File: src/rtl/fws_pkg.sv
// Shared types for the flash write status engine.
// Assumes: status bit positions are fixed by the polling protocol seen by software.
package fws_pkg;
    typedef enum logic [1:0] {
        OP_PROG = 2'd0,
        OP_SECT = 2'd1,
        OP_BLK  = 2'd2,
        OP_CHIP = 2'd3
    } fws_op_e;

    localparam int POLL_BIT   = 7;
    localparam int TOGGLE_BIT = 6;
endpackage

File: src/rtl/fws_op_latch.sv
// Operation capture: resolves simultaneous start requests by priority,
// accepts one only while idle, and latches kind, target range and data.
// Assumes: SECT_WORDS and BLK_WORDS are powers of two no larger than 2**ADDR_W.
module fws_op_latch
    import fws_pkg::*;
#(
    parameter int ADDR_W     = 18,
    parameter int DATA_W     = 16,
    parameter int SECT_WORDS = 2048,
    parameter int BLK_WORDS  = 32768
) (
    input  logic              clk,
    input  logic              rst_n,
    input  logic              busy,
    input  logic              start_prog,
    input  logic              start_sect,
    input  logic              start_blk,
    input  logic              start_chip,
    input  logic [ADDR_W-1:0] op_addr,
    input  logic [DATA_W-1:0] op_data,
    output logic              accept,
    output fws_op_e           acc_kind,
    output fws_op_e           kind_q,
    output logic [ADDR_W-1:0] lo_q,
    output logic [ADDR_W-1:0] hi_q,
    output logic [DATA_W-1:0] data_q
);
    localparam logic [ADDR_W-1:0] SECT_SPAN = ADDR_W'(SECT_WORDS - 1);
    localparam logic [ADDR_W-1:0] BLK_SPAN  = ADDR_W'(BLK_WORDS - 1);

    logic [ADDR_W-1:0] span;
    logic [ADDR_W-1:0] lo_d;
    logic [ADDR_W-1:0] hi_d;
    logic [DATA_W-1:0] data_d;

    // Priority pick: whole array over block over sector over program.
    always_comb begin
        if (start_chip)      acc_kind = OP_CHIP;
        else if (start_blk)  acc_kind = OP_BLK;
        else if (start_sect) acc_kind = OP_SECT;
        else                 acc_kind = OP_PROG;
    end

    assign accept = !busy && (start_prog || start_sect || start_blk || start_chip);

    // Range and target value for the picked kind.
    always_comb begin
        case (acc_kind)
            OP_SECT: span = SECT_SPAN;
            OP_BLK:  span = BLK_SPAN;
            OP_CHIP: span = '1;
            default: span = '0;
        endcase
        lo_d   = op_addr & ~span;
        hi_d   = op_addr | span;
        data_d = (acc_kind == OP_PROG) ? op_data : '1;
    end

    // Latch the accepted operation for status reads and the completion request.
    always_ff @(posedge clk) begin
        if (!rst_n) begin
            kind_q <= OP_PROG;
            lo_q   <= '0;
            hi_q   <= '0;
            data_q <= '0;
        end else if (accept) begin
            kind_q <= acc_kind;
            lo_q   <= lo_d;
            hi_q   <= hi_d;
            data_q <= data_d;
        end
    end
endmodule

File: src/rtl/fws_timer.sv
// Busy timer: loads the cycle count of the accepted kind, holds busy for
// exactly that many cycles and pulses done in the cycle after busy falls.
// Assumes: every duration parameter is at least 1.
module fws_timer
    import fws_pkg::*;
#(
    parameter int T_PROG = 28,
    parameter int T_SECT = 36,
    parameter int T_BLK  = 36,
    parameter int T_CHIP = 140
) (
    input  logic    clk,
    input  logic    rst_n,
    input  logic    accept,
    input  fws_op_e acc_kind,
    output logic    busy,
    output logic    done
);
    localparam int T_ERA = (T_SECT > T_BLK) ? T_SECT : T_BLK;
    localparam int T_BIG = (T_CHIP > T_ERA) ? T_CHIP : T_ERA;
    localparam int T_MAX = (T_PROG > T_BIG) ? T_PROG : T_BIG;
    localparam int CNT_W = $clog2(T_MAX + 1);

    logic [CNT_W-1:0] cnt;
    logic [CNT_W-1:0] load_val;

    // Remaining-cycle value to load for the accepted kind.
    always_comb begin
        case (acc_kind)
            OP_SECT: load_val = CNT_W'(T_SECT - 1);
            OP_BLK:  load_val = CNT_W'(T_BLK - 1);
            OP_CHIP: load_val = CNT_W'(T_CHIP - 1);
            default: load_val = CNT_W'(T_PROG - 1);
        endcase
    end

    // Count down while busy; release busy and flag completion at zero.
    always_ff @(posedge clk) begin
        if (!rst_n) begin
            busy <= 1'b0;
            done <= 1'b0;
            cnt  <= '0;
        end else begin
            done <= 1'b0;
            if (busy) begin
                if (cnt == '0) begin
                    busy <= 1'b0;
                    done <= 1'b1;
                end else begin
                    cnt <= cnt - 1'b1;
                end
            end else if (accept) begin
                busy <= 1'b1;
                cnt  <= load_val;
            end
        end
    end
endmodule

File: src/rtl/fws_status_mux.sv
// Read path: passes array data when idle and builds the status word
// (polling bit, toggle bit, frozen low bits) while busy.
// Assumes: DATA_W is at least 8 so that the two status bit positions exist.
module fws_status_mux
    import fws_pkg::*;
#(
    parameter int DATA_W = 16
) (
    input  logic              clk,
    input  logic              rst_n,
    input  logic              rd_en,
    input  logic              busy,
    input  logic              accept,
    input  logic              is_prog,
    input  logic              tgt_poll,
    input  logic [DATA_W-1:0] arr_rdata,
    output logic [DATA_W-1:0] rd_data
);
    logic              tog;
    logic [DATA_W-1:0] last_rd;
    logic [DATA_W-1:0] status_word;

    // Toggle state: cleared by a new operation, flipped by each busy read.
    always_ff @(posedge clk) begin
        if (!rst_n)             tog <= 1'b0;
        else if (accept)        tog <= 1'b0;
        else if (rd_en && busy) tog <= ~tog;
    end

    // Keep the last idle array word for the non-status bits.
    always_ff @(posedge clk) begin
        if (!rst_n)              last_rd <= '0;
        else if (rd_en && !busy) last_rd <= arr_rdata;
    end

    // Status word as it will appear after the flip of this read.
    always_comb begin
        status_word             = last_rd;
        status_word[POLL_BIT]   = is_prog ? ~tgt_poll : 1'b0;
        status_word[TOGGLE_BIT] = ~tog;
    end

    // Registered read result, held between strobes.
    always_ff @(posedge clk) begin
        if (!rst_n)     rd_data <= '0;
        else if (rd_en) rd_data <= busy ? status_word : arr_rdata;
    end
endmodule

File: src/rtl/flash_wstat_engine.sv
// Top of the flash write status engine: wires operation capture, busy timer
// and read path, and presents the completion request to the array model.
// Assumes: start inputs are one-cycle pulses from the command decoder.
module flash_wstat_engine
    import fws_pkg::*;
#(
    parameter int ADDR_W     = 18,
    parameter int DATA_W     = 16,
    parameter int SECT_WORDS = 2048,
    parameter int BLK_WORDS  = 32768,
    parameter int T_PROG     = 28,
    parameter int T_SECT     = 36,
    parameter int T_BLK      = 36,
    parameter int T_CHIP     = 140
) (
    input  logic              clk,
    input  logic              rst_n,
    input  logic              start_prog,
    input  logic              start_sect,
    input  logic              start_blk,
    input  logic              start_chip,
    input  logic [ADDR_W-1:0] op_addr,
    input  logic [DATA_W-1:0] op_data,
    input  logic              rd_en,
    input  logic [DATA_W-1:0] arr_rdata,
    output logic              busy,
    output logic [DATA_W-1:0] rd_data,
    output logic              upd_valid,
    output logic              upd_is_erase,
    output logic [ADDR_W-1:0] upd_lo,
    output logic [ADDR_W-1:0] upd_hi,
    output logic [DATA_W-1:0] upd_data
);
    logic    accept;
    fws_op_e acc_kind;
    fws_op_e kind_q;
    logic    is_prog;

    fws_op_latch #(
        .ADDR_W(ADDR_W), .DATA_W(DATA_W),
        .SECT_WORDS(SECT_WORDS), .BLK_WORDS(BLK_WORDS)
    ) u_latch (
        .clk(clk), .rst_n(rst_n), .busy(busy),
        .start_prog(start_prog), .start_sect(start_sect),
        .start_blk(start_blk), .start_chip(start_chip),
        .op_addr(op_addr), .op_data(op_data),
        .accept(accept), .acc_kind(acc_kind), .kind_q(kind_q),
        .lo_q(upd_lo), .hi_q(upd_hi), .data_q(upd_data)
    );

    fws_timer #(
        .T_PROG(T_PROG), .T_SECT(T_SECT), .T_BLK(T_BLK), .T_CHIP(T_CHIP)
    ) u_timer (
        .clk(clk), .rst_n(rst_n), .accept(accept), .acc_kind(acc_kind),
        .busy(busy), .done(upd_valid)
    );

    assign is_prog      = (kind_q == OP_PROG);
    assign upd_is_erase = !is_prog;

    fws_status_mux #(.DATA_W(DATA_W)) u_stat (
        .clk(clk), .rst_n(rst_n), .rd_en(rd_en), .busy(busy),
        .accept(accept), .is_prog(is_prog), .tgt_poll(upd_data[POLL_BIT]),
        .arr_rdata(arr_rdata), .rd_data(rd_data)
    );
endmodule

File: config.mk
export PLATFORM = sky130hd
export DESIGN_NAME = flash_wstat_engine
export DESIGN_NICKNAME = d
export VERILOG_FILES = /design/src/rtl/fws_pkg.sv /design/src/rtl/fws_op_latch.sv /design/src/rtl/fws_timer.sv /design/src/rtl/fws_status_mux.sv /design/src/rtl/flash_wstat_engine.sv
export SDC_FILE = /design/constraint.sdc
export NUM_CORES = 1
export LEC_CHECK = 0
export ABC_CLOCK_PERIOD_IN_PS = 2100
export CORE_UTILIZATION = 46
export CTS_CLUSTER_DIAMETER = 50
export CTS_CLUSTER_SIZE = 12
export DETAILED_ROUTE_END_ITERATION = 7
export PLACE_DENSITY = 0.8
export SLEW_MARGIN = 20
export SYNTH_ARGS = -nofsm -noshare
export SYNTH_HDL_FRONTEND = slang
export SYNTH_HIERARCHICAL = 1
export SYNTH_SLANG_ARGS = --single-unit
export TNS_END_PERCENT = 5
File: constraint.sdc
create_clock -name clk -period 2.1 [get_ports clk]
set_clock_uncertainty 0.15 [all_clocks]
set_input_delay 0.42 -clock clk [delete_from_list [all_inputs] [get_ports clk]]
set_output_delay 0.42 -clock clk [all_outputs]
set_load 0.02 [all_outputs]
==> summary.md <==
| Metric | Value |
|---|---|
| Status | finished, final reports clean |
| Commonest cells after routing, fill and taps aside | clkdlybuf4s50_1 (126), dfxtp_1 (95), nand2_1 (74) |
| Multi-input gate area | 1770 sq um |
| Lkg Pwr | 2.17 nW |
| MaxCap Viol Count | 0 |
| CTS tree | built |
| Hold_buf cts | 0 |
| Postcts setup bufs | 0 |
| Fin cells | between 600 and 700 |
| Port bufs | 127 |
| Cells along the critical path | or2_1 -> clkdlybuf4s50_1 |
| Clock root cell | clkbuf_8 |
| Vias per Instance | 5.31 |
| # DRC | 0 |
| Final setup violating endpoints | 0 |
| Post-Place Cell Area | 5310 sq um |
| Synth Net Count | 448 |
| Sequential fraction of the synthesis area | about 49% |
| Drt first pass iters | 5 |
| Die Area | about 8700 sq um |
| WHS Path Cells | 2 |
| CTS Buffer Depth | 2 |
| WL final | 9.51 mm |
| Top cells by area, synth | dfxtp_1 (49%), mux2i_1 (8.3%), o221a_1 (8.2%) |
| Combinational share of power | 26.7% |
| Gate Count Post-Synth | approximately 390 |
| Final worst setup slack | 97.9 ps |
| Insertion delay to the later sink of the worst-skew pair | ~350 ps |
| Slew @ Worst Pin | 691 ps |
| Starting DRT DRC Count | 169 |
| Nets | 586 |
| Setup TNS | 0 ps |
| Vias | 3374 |
| Setup slack, reg-to-reg | 180 ps |
| Maximum vdd drop | 0.438 mV |
| Max Clk Rate | between 400 and 500 MHz |
| Cts repair resizes | 0 |
| Async SR Flop Fraction | 0% |
| Post-synth EDFFs | 0 |
| Setup Crit Path Kind | flip-flop to primary output |
| Clock network fraction of design power | 30.0% |
| Crit share post-route | a little over nine tenths |
| Max-slew violation count | 0 |
| Sequential Power Share | 43.3% |
| Fin. Hold Viols | 0 |
| Netlist cell types | 53 |
| Initial antenna violation count | 0 |
| Worst-path fanout max | 3 |
| Hold/Removal Path Class | flip-flop to flip-flop |
| Critical path endpoint category | primary output |
| Synth Flop Type | dfxtp_1 |
| Crit-path slowest cell | clkdlybuf4s50_1 |
| R2r endpoint | u_timer/cnt[1] |
| Synth Register Bits | 95 |
| Unrepaired setup endpoints after global routing | false |
| Share of post-route cells with drive strength above 1 | between 10 and 15% |
| HP Start | u_stat/last_rd[10] |
| CTS Buf Count | 9 |
| CP startpoint kind | flip-flop |
| Buf/Inv on CP | 1 |
| First-pass GRT wire length | 15.5 mm |
| Critical path arrival | 1430 ps |
| Placed cells | 620 |
| Clock sinks | 95 |
| Die Ht | 93.5 um |
| Synth Cell Area | 3850 sq um |
| Initial core utilization | 47.1% |
| Routed length per instance | 15.0 um |
| Net switching power | 1.45 mW |
| Cell internal pwr | 3.46 mW |
| Place WS | -90.8 ps |
| WP depth | 2 |
| Htree depth | 3 |
| Syn Area/Cell | roughly 10 sq um |
| Rel. slew slack | roughly 54% |
| Row count | 33 |
| Final hold slack | 308 ps |
| Slowest stage delay, CP | 550 ps |
| Area Growth Syn to Fin | 44.2% |
| Grt total ovfl | 0 |
| Commonest non-fill, non-tap cell in the layout | clkdlybuf4s50_1 |
| Clk slew on worst S/H paths | 100 ps |
| Tmin final | 2000 ps |
| Final ANT Viol Nets | 0 |
| Io pins | 128 |
| Layout fillers | 617 |
| Yosys top cell area share | 49.4% |
| CP required | 1530 ps |
| Routability cong. | 0.797 |
| Finished Cell Area | 5560 sq um |
| Power Density | about 900 nW/um^2 |
| Die W | 93.5 um |
| GR Util All Layers | between 20 and 25% |
| Top cell family by delay on the critical path | buffers and inverters |
| Sw Ratio | 29.5% |
| DPL Wire Length | 6.83 mm |
| R2r worst-path depth | 7 |
| Sequential cell area | 1900 sq um |
| Syn. warnings | 6 |
| N_diodes | 0 |
| Yosys top cell by area | dfxtp_1 |
| Hold Path Sink | u_stat/last_rd[10] |
| Core area | 8180 sq um |
| FF-to-FF Start | u_timer/cnt[0] |
| Pin count of the biggest net entering global routing | 28 |
| Vias in the first global route | 3230 |
[worst reg2reg max path, cell delays in order, from the launching register on]
cell and delay, ps:
dfxtp_1 410, inv_1 60, ha_1 220, nor4b_1 150, buf_4 150, a21oi_1 390, nor2_1 100, a211oi_1 210
[sequential cells by signal, summed over array words and instances, names as in the netlist]
register and flops:
u_latch/data_q 16, u_timer/cnt 8, u_stat/last_rd 14, u_latch/lo_q 18, u_timer/busy 1, u_stat/rd_data 16
u_timer/done 1, u_latch/kind_q 2, u_latch/hi_q 18, u_stat/tog 1
[worst max-delay path by stage]
stage                     slack, ps               from               end
after global placement          -30         start_sect  u_latch/hi_q[12]
after detailed placement        -90         start_sect  u_latch/hi_q[12]
after floorplan                 170       u_timer/busy    u_timer/cnt[7]
final                           100  u_latch/kind_q[1]      upd_is_erase
after global routing              9     u_timer/cnt[0]    u_timer/cnt[0]
after CTS                        80  u_latch/kind_q[1]      upd_is_erase
[per-layer routing]
metal | wire length, um | track usage [%]
met5 | 0 | 0
met2 | 4460 | 36.9
met1 | 4220 | 27.8
met3 | 746 | 7.89
met4 | 84 | 5.26
[power by group through the flow]
| stage | Combinational (mW) | Sequential (mW) | Clock, mW |
|---|---|---|---|
| 3_3_place_gp | 1.28 | 2.15 | 0 |
| 5_1_grt | 1.41 | 2.14 | 1.58 |
| 6_report | 1.31 | 2.12 | 1.47 |
| 2_1_floorplan | 0.592 | 2.31 | 0 |
| 3_5_place_dp | 1.30 | 2.16 | 0 |
| 4_1_cts | 1.31 | 2.12 | 1.50 |
[cell families after synthesis]
kind of cell	synth area share, %
simple gates	15.9
xor+xnor	0.227
fa+ha+maj	0.974
flops	49.4
mux	8.31
compound gates	20.3
buf+inv	4.94
[area by class of cell]
| type | count | area share (%) |
|---|---|---|
| Inverter | 7 | 0.473 |
| Clock buffer | 9 | 2.23 |
| Clock inverter | 7 | 2.27 |
| Multi-Input combinational cell | 259 | 31.8 |
| Sequential cell | 95 | 34.2 |
| Timing Repair Buffer | 154 | 26.7 |
| Tap cell | 105 | 2.36 |
[per-stage QoR]
stage               total power [mW]  utilization, %
floorplan                       2.90               -
global placement                3.43            64.9
detailed placement              3.46            64.9
CTS                             4.93            68.0
global route                    5.13            68.0
finish                          4.90            68.0
[cell usage after synthesis (2+ instances only)]
| cell type | number |
|---|---|
| dfxtp_1 | 95 |
| nand2_1 | 74 |
| mux2i_1 | 32 |
| o221a_1 | 28 |
| o21ai_0 | 21 |
| a21oi_1 | 18 |
| a21boi_1 | 14 |
| nor2_1 | 9 |
| buf_2 | 8 |
| clkbuf_1 | 8 |
| inv_1 | 7 |
| nand3_1 | 7 |
| buf_6 | 4 |
| nand3b_1 | 4 |
| o22ai_1 | 4 |
| a31oi_1 | 3 |
| buf_1 | 3 |
| buf_4 | 3 |
| ha_1 | 3 |
| nand2b_1 | 3 |
| o221a_2 | 3 |
| a211oi_1 | 2 |
| a21o_1 | 2 |
| and3_1 | 2 |
| nor3_1 | 2 |
| o21ai_1 | 2 |
Power figures use the tool's default switching activity.
